==> src/rtl/pslv_pkg.sv <==
package pslv_pkg;
    localparam int PIN_W   = 3;
    localparam int PIN_RD  = 0;
    localparam int PIN_WR  = 1;
    localparam int PIN_CS  = 2;

    typedef enum logic [1:0] {
        ADDR_DATA = 2'd0,
        ADDR_CTRL = 2'd1,
        ADDR_PINS = 2'd2,
        ADDR_NONE = 2'd3
    } reg_addr_e;

    localparam int BIT_IBF  = 7;
    localparam int BIT_OBF  = 6;
    localparam int BIT_OVF  = 5;
    localparam int BIT_MODE = 4;
endpackage

==> src/rtl/pslv_sync.sv <==
module pslv_sync #(
    parameter int W      = 3,
    parameter int STAGES = 2
) (
    input  logic         clk,
    input  logic         rst_n,
    input  logic [W-1:0] async_in,
    output logic [W-1:0] sync_out
);
    logic [STAGES-1:0][W-1:0] chain_q;

    generate
        for (genvar s = 0; s < STAGES; s++) begin : g_stage
            always_ff @(posedge clk or negedge rst_n) begin
                if (!rst_n) begin
                    chain_q[s] <= '1;
                end else if (s == 0) begin
                    chain_q[s] <= async_in;
                end else begin
                    chain_q[s] <= chain_q[(s == 0) ? 0 : s-1];
                end
            end
        end
    endgenerate

    assign sync_out = chain_q[STAGES-1];
endmodule

==> src/rtl/pslv_strobe.sv <==
module pslv_strobe (
    input  logic clk,
    input  logic rst_n,
    input  logic enable,
    input  logic cs_n,
    input  logic wr_n,
    input  logic rd_n,
    output logic wr_act,
    output logic rd_act,
    output logic wr_end,
    output logic rd_end
);
    typedef struct packed {
        logic wr_prev;
        logic rd_prev;
    } strobe_t;

    strobe_t st_d, st_q;
    logic wr_raw, rd_raw;

    always_comb begin
        wr_raw = !cs_n && !wr_n;
        rd_raw = !cs_n && !rd_n;
        wr_act = enable && wr_raw;
        rd_act = enable && rd_raw;
        wr_end = enable && st_q.wr_prev && !wr_raw;
        rd_end = enable && st_q.rd_prev && !rd_raw;
        st_d.wr_prev = wr_act;
        st_d.rd_prev = rd_act;
    end

    always_ff @(posedge clk or negedge rst_n) begin
        if (!rst_n) begin
            st_q <= '0;
        end else begin
            st_q <= st_d;
        end
    end
endmodule

==> src/rtl/pslv_regs.sv <==
module pslv_regs
    import pslv_pkg::*;
#(
    parameter int DW = 8
) (
    input  logic             clk,
    input  logic             rst_n,
    input  logic [1:0]       addr,
    input  logic             wr,
    input  logic             rd,
    input  logic [DW-1:0]    wdata,
    output logic [DW-1:0]    rdata,
    input  logic [PIN_W-1:0] pin_sync,
    input  logic [DW-1:0]    bus_din,
    input  logic             wr_act,
    input  logic             wr_end,
    input  logic             rd_end,
    output logic             ibf,
    output logic             obf,
    output logic             ibov,
    output logic             mode,
    output logic [PIN_W-1:0] dir,
    output logic [PIN_W-1:0] pin_lat,
    output logic [DW-1:0]    out_data
);
    typedef struct packed {
        logic [DW-1:0]    in_data;
        logic [DW-1:0]    out_data;
        logic [DW-1:0]    hold;
        logic             ibf;
        logic             obf;
        logic             ibov;
        logic             mode;
        logic [PIN_W-1:0] dir;
        logic [PIN_W-1:0] pin_lat;
    } regs_t;

    regs_t r_d, r_q;
    logic  cpu_rd_data, cpu_wr_data, cpu_wr_ctrl, cpu_wr_pins;
    logic [7:0] status;

    always_comb begin
        cpu_rd_data = rd && (addr == ADDR_DATA);
        cpu_wr_data = wr && (addr == ADDR_DATA);
        cpu_wr_ctrl = wr && (addr == ADDR_CTRL);
        cpu_wr_pins = wr && (addr == ADDR_PINS);

        r_d = r_q;

        if (wr_act) r_d.hold = bus_din;

        if (cpu_wr_ctrl) begin
            r_d.mode = wdata[BIT_MODE];
            r_d.dir  = wdata[PIN_W-1:0];
            r_d.ibov = r_q.ibov && wdata[BIT_OVF];
        end
        if (cpu_wr_pins) r_d.pin_lat = wdata[PIN_W-1:0];

        if (cpu_rd_data) r_d.ibf = 1'b0;
        if (wr_end) begin
            r_d.in_data = r_q.hold;
            r_d.ibf     = 1'b1;
            if (r_q.ibf && !cpu_rd_data) r_d.ibov = 1'b1;
        end

        if (rd_end) r_d.obf = 1'b0;
        if (cpu_wr_data) begin
            r_d.out_data = wdata;
            r_d.obf      = 1'b1;
        end

        status = {r_q.ibf, r_q.obf, r_q.ibov, r_q.mode, 1'b0, r_q.dir};
        case (addr)
            ADDR_DATA: rdata = r_q.in_data;
            ADDR_CTRL: rdata = DW'(status);
            ADDR_PINS: rdata = DW'(pin_sync);
            default:   rdata = '0;
        endcase
    end

    always_ff @(posedge clk or negedge rst_n) begin
        if (!rst_n) begin
            r_q         <= '0;
            r_q.dir     <= '1;
        end else begin
            r_q <= r_d;
        end
    end

    assign ibf      = r_q.ibf;
    assign obf      = r_q.obf;
    assign ibov     = r_q.ibov;
    assign mode     = r_q.mode;
    assign dir      = r_q.dir;
    assign pin_lat  = r_q.pin_lat;
    assign out_data = r_q.out_data;
endmodule

==> src/rtl/pslv_port.sv <==
module pslv_port
    import pslv_pkg::*;
#(
    parameter int DW          = 8,
    parameter int SYNC_STAGES = 2
) (
    input  logic             clk,
    input  logic             rst_n,
    input  logic [1:0]       reg_addr,
    input  logic             reg_wr,
    input  logic             reg_rd,
    input  logic [DW-1:0]    reg_wdata,
    output logic [DW-1:0]    reg_rdata,
    input  logic [PIN_W-1:0] pin_in,
    output logic [PIN_W-1:0] pin_out,
    output logic [PIN_W-1:0] pin_oe,
    input  logic [DW-1:0]    bus_din,
    output logic [DW-1:0]    bus_dout,
    output logic             bus_oe
);
    logic [PIN_W-1:0] pin_sync;
    logic             wr_act, rd_act, wr_end, rd_end;
    logic             ibf, obf, ibov, mode;
    logic [PIN_W-1:0] dir, pin_lat;
    logic [DW-1:0]    out_data;
    logic             port_en;

    pslv_sync #(.W(PIN_W), .STAGES(SYNC_STAGES)) u_sync (
        .clk(clk), .rst_n(rst_n), .async_in(pin_in), .sync_out(pin_sync)
    );

    assign port_en = mode && (&dir);

    pslv_strobe u_strobe (
        .clk(clk), .rst_n(rst_n), .enable(port_en),
        .cs_n(pin_sync[PIN_CS]), .wr_n(pin_sync[PIN_WR]), .rd_n(pin_sync[PIN_RD]),
        .wr_act(wr_act), .rd_act(rd_act), .wr_end(wr_end), .rd_end(rd_end)
    );

    pslv_regs #(.DW(DW)) u_regs (
        .clk(clk), .rst_n(rst_n), .addr(reg_addr), .wr(reg_wr), .rd(reg_rd),
        .wdata(reg_wdata), .rdata(reg_rdata), .pin_sync(pin_sync),
        .bus_din(bus_din), .wr_act(wr_act), .wr_end(wr_end), .rd_end(rd_end),
        .ibf(ibf), .obf(obf), .ibov(ibov), .mode(mode), .dir(dir),
        .pin_lat(pin_lat), .out_data(out_data)
    );

    assign pin_out  = pin_lat;
    assign pin_oe   = mode ? '0 : ~dir;
    assign bus_dout = out_data;
    assign bus_oe   = rd_act;
endmodule

==> config.mk <==
export PLATFORM = sky130hd
export DESIGN_NAME = pslv_port
export DESIGN_NICKNAME = d
export VERILOG_FILES = /design/src/rtl/pslv_pkg.sv /design/src/rtl/pslv_sync.sv /design/src/rtl/pslv_strobe.sv /design/src/rtl/pslv_regs.sv /design/src/rtl/pslv_port.sv
export SDC_FILE = /design/constraint.sdc
export NUM_CORES = 1
export LEC_CHECK = 0
export CORE_UTILIZATION = 48
export CTS_CLUSTER_DIAMETER = 80
export DETAILED_ROUTE_END_ITERATION = 8
export MAX_ROUTING_LAYER = met4
export PLACE_DENSITY = 0.91
export SYNTH_ARGS = -nofsm -noshare
export SYNTH_HDL_FRONTEND = slang
export SYNTH_SLANG_ARGS = --single-unit
==> constraint.sdc <==
create_clock -name clk -period 3.6 [get_ports clk]
set_input_delay 0.72 -clock clk [delete_from_list [all_inputs] [get_ports clk]]
set_output_delay 0.72 -clock clk [all_outputs]
set_load 0.01 [all_outputs]
# Word level (Yosys, flattened, before mapping)
# Index checks and enable logic that the tools add are counted.
# word_totals
regBits,42
inputBits,25
word_cells,50
# op_classes
n_eq_ne,2
n_mux,9
bitwise_logic,1
reduce_logical,25
# op_table
op,count
$pmux 8 s3,1
$logic_and 1x1->1,15
$logic_not 1->1,6
$mux 1,6
$mux 5,1
$reduce_bool 2->1,2
$mux 3,1
$not 3->3,1
$reduce_and 3->1,1
$eq 2x1->1 const B,1
$eq 2x2->1 const B,1
$logic_not 2->1,1

# Longest topological paths before layout
# Gate-level depths: netlist of run 1.
# depth
depth_word,6
mapped_depth,5
mapped_depth_nobuf,3

# Modules after synthesis
# A second synthesis of run 1 with hierarchy kept.
# hier_totals
hier_cells,127
area_unflattened_um2,1836.8
# by_module_without_submodules
mod,n_inst,cells_per_inst,area_per_inst_um2,seq_area_each_um2
pslv_regs,1,108,1546.5,854.6
pslv_sync,1,9,180.2,157.7
pslv_strobe,1,6,90.1,50.0
pslv_port,1,4,20.0,0.0

# Worst setup path after synthesis of run 1
# OpenSTA, ideal clock, no wires.
# synth_path
path_kind,input-to-output
from,input port reg_addr[0]
to,output port reg_rdata[0]
arrival_ns,1.308
t_required_ns,2.880
path_slack_ns,1.572
path_stages,4
cell_sequence,buf_2 nor2b_1 nand2_1 o21ai_0
# synth_via
elab_chain_len,2
# synth_rtl
element,line,rtl
from (decl),pslv_port.sv:9,"input logic [1:0] reg_addr,"
$eq 2x2->1 (tied with other cells),pslv_regs.sv:73,case (addr)
$pmux 8 s3 *,pslv_regs.sv:73,
to (decl),pslv_port.sv:13,"output logic [DW-1:0] reg_rdata,"
# Every way passes the cells marked *; elsewhere a longest branch is shown, timed or not.

# Worst setup path in the final report of run 1
# layout_path
from,input port reg_addr[0]
to,output port reg_rdata[1]
# The elaborated chain is that of the path after synthesis.

==> results of run 1 <==
## report_power, final
part	internal, mW	switching (mW)
registers	0.553	0.0470
clock network	0.207	0.152
logic	0.161	0.0808
## cells by family (layout without fill, tap and decap cells)
family          after synthesis  count (layout)  share of synthesized area [%]
mux                          38              38                          25.11
compound gates                9               9                          3.007
simple gates                 22              22                          6.225
flops                        42              42                          59.37
buf+inv                      16              56                          6.293
## flip-flops by register name, indices dropped and copies added, names as in the netlist
| register | count |
|---|---|
| u_regs.ibov | 1 |
| u_regs.dir | 3 |
| u_regs.ibf | 1 |
| u_regs.out_data | 8 |
| u_regs.mode | 1 |
| u_strobe.st_q | 2 |
| u_regs.r_q | 16 |
| u_regs.obf | 1 |
| u_sync.chain_q | 3 |
| u_regs.pin_lat | 3 |
| u_sync.sync_out | 3 |
## final timing paths
| check | endpoint | slack [ns] | depth (start not counted) |
|---|---|---|---|
| worst max-delay path | reg_rdata[1] | 0.37 | 5 |
| worst min-delay path | u_sync.sync_out[0]$_DFF_PN1_ | 0.36 | 0 |
| worst max register to register | u_regs.r_q[13]$_DFFE_PN0P_ | 1.76 | 3 |
| worst min register to register | u_sync.sync_out[0]$_DFF_PN1_ | 0.36 | 0 |
| max in group asynchronous | u_regs.out_data[7]$_DFFE_PN0P_ | 2.50 | 1 |
| min in group asynchronous | u_regs.obf$_DFFE_PN0P_ | 0.55 | 1 |
## placed cells by master (no fill, tap or decap), types with 2 or more instances in the layout
cell type / netlist / routed
sky130_fd_sc_hd__nor2_1: 8 / 8
sky130_fd_sc_hd__nand2_1: 5 / 5
sky130_fd_sc_hd__mux2_4: 8 / 8
sky130_fd_sc_hd__clkdlybuf4s50_1: 0 / 46
sky130_fd_sc_hd__dfstp_2: 9 / 9
sky130_fd_sc_hd__clkbuf_8: 0 / 5
sky130_fd_sc_hd__mux2_2: 23 / 23
sky130_fd_sc_hd__mux2i_1: 7 / 7
sky130_fd_sc_hd__o21ai_0: 6 / 6
sky130_fd_sc_hd__dfrtp_1: 33 / 33
sky130_fd_sc_hd__and2_1: 2 / 2
## through the flow
step	hold slack (ns)	util (%)
after global routing	0.3615	67.21
after global placement	0.3458	64.01
after CTS	0.3601	67.21
after floorplan	0.3452	-
final	0.3587	67.21
after detailed placement	0.3487	64.01
## per-layer routing
| layer | up-vias | global-route usage, % | part of all wire, % |
|---|---|---|---|
| li1 | 502 | - | - |
| met1 | 539 | 23.48 | 43 |
| met2 | 33 | 31.05 | 50 |
| met3 | 6 | 6.522 | 4.5 |
| met4 | 0 | 8.140 | 1.8 |
| met5 | - | - | 0 |
## final cells by class
cell class	count	area [um^2]
Fill cell	238	1129
Sequential cell	42	1062
Multi-Input combinational cell	69	614.3
Timing Repair Buffer	47	465.4
Clock buffer	6	72.57
Tap cell	46	57.56
Clock inverter	2	37.54
Inverter	1	3.754
## critical path, stage by stage
cell and delay, ns:
sky130_fd_sc_hd__clkdlybuf4s50_1 0.67, sky130_fd_sc_hd__nor2b_1 0.35, sky130_fd_sc_hd__nand2_1 0.09, sky130_fd_sc_hd__o21ai_0 0.10, sky130_fd_sc_hd__clkdlybuf4s50_1 0.57
==> results.yml, run 1 <==
run_status:
  status: "finished, final reports clean"
sta:
  finalCritPeriodShare_pct: 89.70
  hold_violations: 0
  pnr_worst_setup_slack_ns: 0.3708
  report.final.setup_viol: 0
  finalMaxSlewViolations: 0
  relSlewSlack_pct: 41.00
  final_critical_path_time_including_i_o_delays_and_setup_ns: 3.229
  tns_ns: 0
  clock-skew-final_ns: 0.007576
  worst_pin_slew_ns: 0.8850
  fmaxAchievable_mhz: 309.7
  grt_setup_unrepaired: "false"
worst_setup_path:
  criticalPathCategory: "in -> out"
  worstPathRequired_ns: 2.88
  setup.worst_path.start: "reg_addr[0]"
  cp_max_fo: 10
  critPathArrivalTime_ns: 2.51
  setup.worst_path.end_class: "output pin"
  regToRegStartpoint: "u_regs.dir[2]$_DFFE_PN1P_"
  setup_crit_start_kind: "primary input"
global_route:
  grt_start_max_net_pins: 43
  grtUsageTotal_pct: 19.82
  grt_antenna_before_repair: 0
  first_pass_grt_wire_length_mm: 5.609
  globalRoute.totalOverflow: 0
  first_global_vias: 1156
synth:
  area_of_the_mapped_netlist_um2: 1789
  ys_async_sr_fraction_pct: 100.0
  synth_top_area_share_pct: 46.15
  number_of_synthesized_flops_with_an_enable_pin: 0
  synth_area_leaders: "sky130_fd_sc_hd__dfrtp_1 (46%), sky130_fd_sc_hd__mux2_2 (14%), sky130_fd_sc_hd__dfstp_2 (13%)"
  synth_largest_area_cell: "sky130_fd_sc_hd__dfrtp_1"
  ys_flop_type: "sky130_fd_sc_hd__dfrtp_1"
  post-synth-top-count-cell: "sky130_fd_sc_hd__dfrtp_1"
  synthCells: 127
  warnings_from_yosys: 0
  synth.net_count: 152
  synth-seq-cells: 42
  seq_area_frac_synth_pct: 59.37
  synth.top_cells.by_count: "sky130_fd_sc_hd__dfrtp_1 (33), sky130_fd_sc_hd__mux2_2 (23), sky130_fd_sc_hd__buf_4 (11), sky130_fd_sc_hd__dfstp_2 (9)"
  synth.distinct_cells: 23
  synthesis.area_per_instance_um2: 14.09
detailed_routing:
  final_antenna_net_count: 0
  drt-total-wl_mm: 3.348
  avgRoutedWirePerCell_um: 15.72
  detailedRoute.firstIterationViolations: 41
  drt-vias-per-instance: 5.070
  drc_errors: 0
  dr.pass1.iters: 4
  vias: 1080
flow_run:
  maxCapViolCount: 0
clock_tree:
  clock-root-buffer: "sky130_fd_sc_hd__clkbuf_8"
  ctsLongestPathBuffers: 2
  post-cts-setup-buffer-count: 0
  cts_tree: "done"
  clkTransAtPathRegs_ns: 0.07
  cts_inserted_buffers: 5
  clk_latency_ns: 0.29
  cts_hold_buf: 0
  clock_sinks: 42
  postCtsResizedCells: 0
  htree_levels: 2
cells_and_area:
  finish.cell_count_without_fillers: 213
  flow.area_growth_from_synthesis_pct: 29.30
  antenna-diode-count: 0
  number_of_nets_in_the_finished_design: 191
  drive_gt1_share_pct: 30.54
  final_cell_area_um2: 2313
pwr:
  report.power.total_mw: 1.200
  power-per-cell-area_nw_per_um2: 518.5
  leakage_nw: 1.029
  peakVddDrop_mv: 0.2417
place:
  post_dp_cell_area_um2: 2203
  io_buffers: 47
  dp_slack_ns: 0.3884
  dpl.hpwl_mm: 2.300
  gp_congestion: 0.8288
  placedCellCount: 205
floorplan:
  dieWidth_um: 63.06
  die-height_um: 63.06
  std_cell_rows: 21
  start_util_pct: 51.98
  core_um2: 3442
  die-area_um2: 3976
  top_level_ports: 48
hold_path:
  hold_path.class: "reg -> reg"
  hold_start: "u_sync.chain_q[0]$_DFF_PN1_"
Note: power is estimated with default switching activity, not from simulation.
==> run 2, diff against run 1 <==
- ABC_CLOCK_PERIOD_IN_PS: unset -> 4019
- clock period: 3.6 -> 4.02 ns (I/O delays scaled with it)
==> results.yml, run 2 (synthesized netlist as in run 1, its figures left out) <==
run_status:
  status: "finished, final reports clean"
global_route:
  groute.layer.met3.usage_pct: 7.428
  grt_antenna_before_repair: 0
  grt_peak_use_layer: "met2"
  first_global_vias: 1173
  globalRoute.totalOverflow: 0
  grtUsageTotal_pct: 19.92
  grt_util_met2_pct: 29.44
  first_pass_grt_wire_length_mm: 5.623
  grtUsageMet1_pct: 24.00
  grt_start_max_net_pins: 43
cells_and_area:
  antenna-diode-count: 0
  n_fill_cell: 240
  final_cell_area_um2: 2295
  fin_util_pct: 66.67
  largest_register_ff_count: 16
  layout_commonest_cell: "sky130_fd_sc_hd__clkdlybuf4s50_1"
  flow.area_growth_from_synthesis_pct: 28.25
  drive_gt1_share_pct: 30.54
  max_flop_register: "u_regs.r_q"
  number_of_nets_in_the_finished_design: 191
  mostFrequentLayoutCells: "sky130_fd_sc_hd__clkdlybuf4s50_1 (46), sky130_fd_sc_hd__dfrtp_1 (33), sky130_fd_sc_hd__mux2_2 (23)"
worst_setup_path:
  regToRegStartpoint: "u_regs.dir[2]$_DFFE_PN1P_"
  setup.worst_path.end_class: "output pin"
  worstSetupPathDepth: 5
  worstPathRequired_ns: 3.22
  crit_slowest_cell: "sky130_fd_sc_hd__clkdlybuf4s50_1"
  criticalPathCategory: "in -> out"
  cp_max_fo: 10
  setup_crit_start_kind: "primary input"
  cp_common_cell: "sky130_fd_sc_hd__clkdlybuf4s50_1"
  ordered_cell_list_for_the_critical_path: "clkdlybuf4s50_1 > nor2b_1 > nand2_1 > o21ai_0 > clkdlybuf4s50_1"
  crit_buf_inv: 2
  setup.worst_path.start: "reg_addr[0]"
  critical_path.max_stage_delay_ns: 0.68
  critPathArrivalTime_ns: 2.60
  critical_path_sink: "reg_rdata[2]"
  timing.critical_path.max_delay_family: "buffers and inverters"
  r2r.worst_path.cells: 3
  r2r_end: "u_regs.r_q[14]$_DFFE_PN0P_"
  regToRegSetupSlack_ns: 2.20
pwr:
  sw_frac_of_total_pct: 24.24
  peakVddDrop_mv: 0.2115
  net-switching-power_uw: 248.7
  power-per-cell-area_nw_per_um2: 447.2
  report.power.total_mw: 1.026
  seqPwrFrac_pct: 52.5
  leakage_nw: 1.026
  internal_power_uw: 777.3
  clkPwrFrac_pct: 26.5
  power_frac_comb_pct: 21.0
detailed_routing:
  vias: 1100
  dr.pass1.iters: 4
  drc_errors: 0
  drt-vias-per-instance: 5.164
  drt-total-wl_mm: 3.337
  detailedRoute.firstIterationViolations: 34
  avgRoutedWirePerCell_um: 15.67
  final_antenna_net_count: 0
sta:
  hold_violations: 0
  clock-skew-final_ns: 0.005727
  report.final.setup_viol: 0
  relSlewSlack_pct: 40.56
  hold_ws_ns: 0.3555
  worst_pin_slew_ns: 0.8916
  finalMaxSlewViolations: 0
  finalCritPeriodShare_pct: 84.57
  grt_setup_unrepaired: "false"
  fmaxAchievable_mhz: 294.2
  final_critical_path_time_including_i_o_delays_and_setup_ns: 3.400
  tns_ns: 0
clock_tree:
  ctsLongestPathBuffers: 2
  clock_sinks: 42
  clock-root-buffer: "sky130_fd_sc_hd__clkbuf_8"
  htree_levels: 2
  cts_inserted_buffers: 5
  postCtsResizedCells: 0
  cts_tree: "done"
  post-cts-setup-buffer-count: 0
  cts_hold_buf: 0
  clk_latency_ns: 0.29
  clkTransAtPathRegs_ns: 0.07
hold_path:
  hold_path.class: "reg -> reg"
place:
  gp_congestion: 0.8086
  post_dp_cell_area_um2: 2203
  io_buffers: 47
  dpl.hpwl_mm: 2.403
floorplan:
  die-height_um: 63.06
  die-area_um2: 3976
  top_level_ports: 48
  dieWidth_um: 63.06
  core_um2: 3442
  std_cell_rows: 21
  start_util_pct: 51.98
flow_run:
  maxCapViolCount: 0
[run 2: power by group through the flow]
stage / registers, mW / clock network [mW] / logic, mW
after floorplan: 0.530 / 0 / 0.141
after global placement: 0.540 / 0 / 0.211
after detailed placement: 0.547 / 0 / 0.216
after CTS: 0.539 / 0.280 / 0.218
after global routing: 0.548 / 0.301 / 0.231
final: 0.538 / 0.272 / 0.215
[run 2: final cells by class]
cell class	count	area [um^2]	share of cell area (%)
clock buffer	7	86.33	3.762
tap	46	57.56	2.508
multi-input combinational	69	614.3	26.77
sequential	42	1062	46.29
clock inverter	1	5.005	0.2181
timing repair buffer	47	465.4	20.28
inverter	1	3.754	0.1636
[run 2: worst min-delay path by stage]
| stage | to | from | cells after the start | slack (ns) |
|---|---|---|---|---|
| global route | u_sync.sync_out[1]$_DFF_PN1_ | u_sync.chain_q[1]$_DFF_PN1_ | 0 | 0.36 |
| global placement | u_sync.sync_out[2]$_DFF_PN1_ | u_sync.chain_q[2]$_DFF_PN1_ | 0 | 0.35 |
| floorplan | u_sync.sync_out[0]$_DFF_PN1_ | u_sync.chain_q[0]$_DFF_PN1_ | 0 | 0.35 |
| detailed placement | u_sync.sync_out[1]$_DFF_PN1_ | u_sync.chain_q[1]$_DFF_PN1_ | 0 | 0.35 |
| finish | u_sync.sync_out[1]$_DFF_PN1_ | u_sync.chain_q[1]$_DFF_PN1_ | 0 | 0.36 |
| CTS | u_sync.sync_out[1]$_DFF_PN1_ | u_sync.chain_q[1]$_DFF_PN1_ | 0 | 0.36 |
[run 2: layer usage]
| metal | routed length (um) | up-vias |
|---|---|---|
| met1 | 1412 | 551 |
| met2 | 1653 | 39 |
| met4 | 80 | 0 |
| met5 | 0 | - |
| li1 | - | 501 |
| met3 | 190 | 9 |
[run 2: through the flow]
step	cells	worst slack [ns]
floorplan	127	1.824
global placement	205	0.7181
detailed placement	205	0.6446
CTS	213	0.6256
global route	213	0.4946
finish	213	0.6204
==> run 3, diff against run 2 <==
- ABC_CLOCK_PERIOD_IN_PS: 4019 -> 3000
- CORE_UTILIZATION: 48 -> 43
- PLACE_DENSITY: 0.91 -> 0.87
- clock period: 4.02 -> 3 ns (I/O delays scaled with it)
==> results.yml, run 3 (synthesized netlist as in run 1, its figures left out) <==
run_status:
  status: "finished, final reports clean"
worst_setup_path:
  crit_buf_inv: 3
  critPathArrivalTime_ns: 2.27
  setup_crit_start_kind: "primary input"
  critical_path.max_stage_delay_ns: 0.58
  worstPathRequired_ns: 2.40
  setup.worst_path.end_class: "output pin"
  crit_slowest_cell: "sky130_fd_sc_hd__clkdlybuf4s50_1"
  cp_max_fo: 7
  timing.critical_path.max_delay_family: "buffers and inverters"
  cp_common_cell: "sky130_fd_sc_hd__clkdlybuf4s50_1"
  ordered_cell_list_for_the_critical_path: "clkdlybuf4s50_1 > buf_4 > mux2i_1 > o21ai_0 > clkdlybuf4s50_1"
  criticalPathCategory: "in -> out"
sta:
  final_critical_path_time_including_i_o_delays_and_setup_ns: 2.866
  tns_ns: 0
  hold_violations: 0
  grt_setup_unrepaired: "false"
  finalCritPeriodShare_pct: 95.53
  fmaxAchievable_mhz: 348.9
  worst_pin_slew_ns: 0.9055
  report.final.setup_viol: 0
  clock-skew-final_ns: 0.004054
  relSlewSlack_pct: 39.63
  finalMaxSlewViolations: 0
global_route:
  grt_antenna_before_repair: 0
  grt_util_met2_pct: 29.46
  globalRoute.totalOverflow: 0
  grt_peak_use_layer: "met2"
  groute.layer.met3.usage_pct: 5.137
  grtUsageTotal_pct: 18.76
  grtUsageMet1_pct: 23.15
  first_global_vias: 1116
  first_pass_grt_wire_length_mm: 5.644
  grt_start_max_net_pins: 43
hold_path:
  hold_path.class: "reg -> reg"
clock_tree:
  clock_sinks: 42
  post-cts-setup-buffer-count: 0
  ctsLongestPathBuffers: 2
  htree_levels: 2
  clock-root-buffer: "sky130_fd_sc_hd__clkbuf_8"
  postCtsResizedCells: 0
  cts_hold_buf: 0
  clkTransAtPathRegs_ns: 0.07
  cts_tree: "done"
  cts_inserted_buffers: 5
  clk_latency_ns: 0.28
cells_and_area:
  largest_register_ff_count: 16
  mostFrequentLayoutCells: "sky130_fd_sc_hd__clkdlybuf4s50_1 (46), sky130_fd_sc_hd__dfrtp_1 (33), sky130_fd_sc_hd__mux2_2 (23)"
  drive_gt1_share_pct: 31.36
  layout_commonest_cell: "sky130_fd_sc_hd__clkdlybuf4s50_1"
  number_of_nets_in_the_finished_design: 193
  antenna-diode-count: 0
  n_fill_cell: 308
  flow.area_growth_from_synthesis_pct: 29.37
  max_flop_register: "u_regs.r_q"
floorplan:
  die-area_um2: 4423
  start_util_pct: 44.73
  die-height_um: 66.51
  core_um2: 4000
  dieWidth_um: 66.51
  std_cell_rows: 23
  top_level_ports: 48
detailed_routing:
  vias: 1076
  detailedRoute.firstIterationViolations: 48
  final_antenna_net_count: 0
  drt-vias-per-instance: 4.913
  avgRoutedWirePerCell_um: 15.89
  dr.pass1.iters: 4
  drt-total-wl_mm: 3.481
  drc_errors: 0
pwr:
  power-per-cell-area_nw_per_um2: 592.7
  report.power.total_mw: 1.372
  leakage_nw: 1.036
  peakVddDrop_mv: 0.3351
flow_run:
  maxCapViolCount: 0
place:
  io_buffers: 47
  dpl.hpwl_mm: 2.586
  gp_congestion: 0.8221
[run 3: cell types whose count changed in the layout (fill, tap and decap cells not counted)]
| cell | before | now |
|---|---|---|
| sky130_fd_sc_hd__buf_4 | 0 | 2 |
[run 3: path summary, 6_finish.rpt]
check / slack, ns / cells after the start / end / start
worst max register to register: 1.18 / 3 / u_regs.r_q[10]$_DFFE_PN0P_ / u_regs.dir[2]$_DFFE_PN1P_
min in group asynchronous: 0.44 / 1 / u_regs.out_data[0]$_DFFE_PN0P_ / rst_n
max in group asynchronous: 1.99 / 1 / u_regs.r_q[32]$_DFFE_PN0P_ / rst_n
worst min register to register: 0.36 / 0 / u_sync.sync_out[1]$_DFF_PN1_ / u_sync.chain_q[1]$_DFF_PN1_
worst max-delay path: 0.13 / 5 / reg_rdata[0] / reg_addr[0]
worst min-delay path: 0.36 / 0 / u_sync.sync_out[1]$_DFF_PN1_ / u_sync.chain_q[1]$_DFF_PN1_
[run 3: per-stage QoR]
step / hold slack (ns) / instance area, um^2 / setup slack [ns] / utilization [%] / cells
final: 0.3582 / 2315 / 0.1341 / 57.87 / 219
after global routing: 0.3614 / 2315 / 0.02468 / 57.87 / 219
after CTS: 0.3589 / 2315 / 0.1361 / 57.87 / 219
after detailed placement: 0.3481 / 2223 / 0.1684 / 55.58 / 211
after global placement: 0.3468 / 2223 / 0.2068 / 55.58 / 211
after floorplan: 0.3044 / 1789 / 1.212 / - / 127
[run 3: where the power goes]
part	switching (mW)	internal (mW)	total [mW]
clock	0.172	0.185	0.357
combinational	0.0970	0.195	0.291
sequential	0.0599	0.663	0.723
total	0.329	1.04	1.37
[run 3: layout make-up]
| type | count | area, um^2 | area share [%] |
|---|---|---|---|
| clock buffers | 7 | 86.33 | 3.730 |
| clock inverters | 1 | 5.005 | 0.2162 |
| inverters | 1 | 3.754 | 0.1622 |
| multi-input cells | 69 | 614.3 | 26.54 |
| flip-flops and latches | 42 | 1062 | 45.89 |
| well taps | 50 | 62.56 | 2.703 |
| repair buffers | 49 | 480.5 | 20.76 |
[run 3: layer usage]
metal	vias up	share of wire (%)
li1	504	-
met1	532	44
met2	36	49
met3	4	5.3
met4	0	1.3
met5	-	0
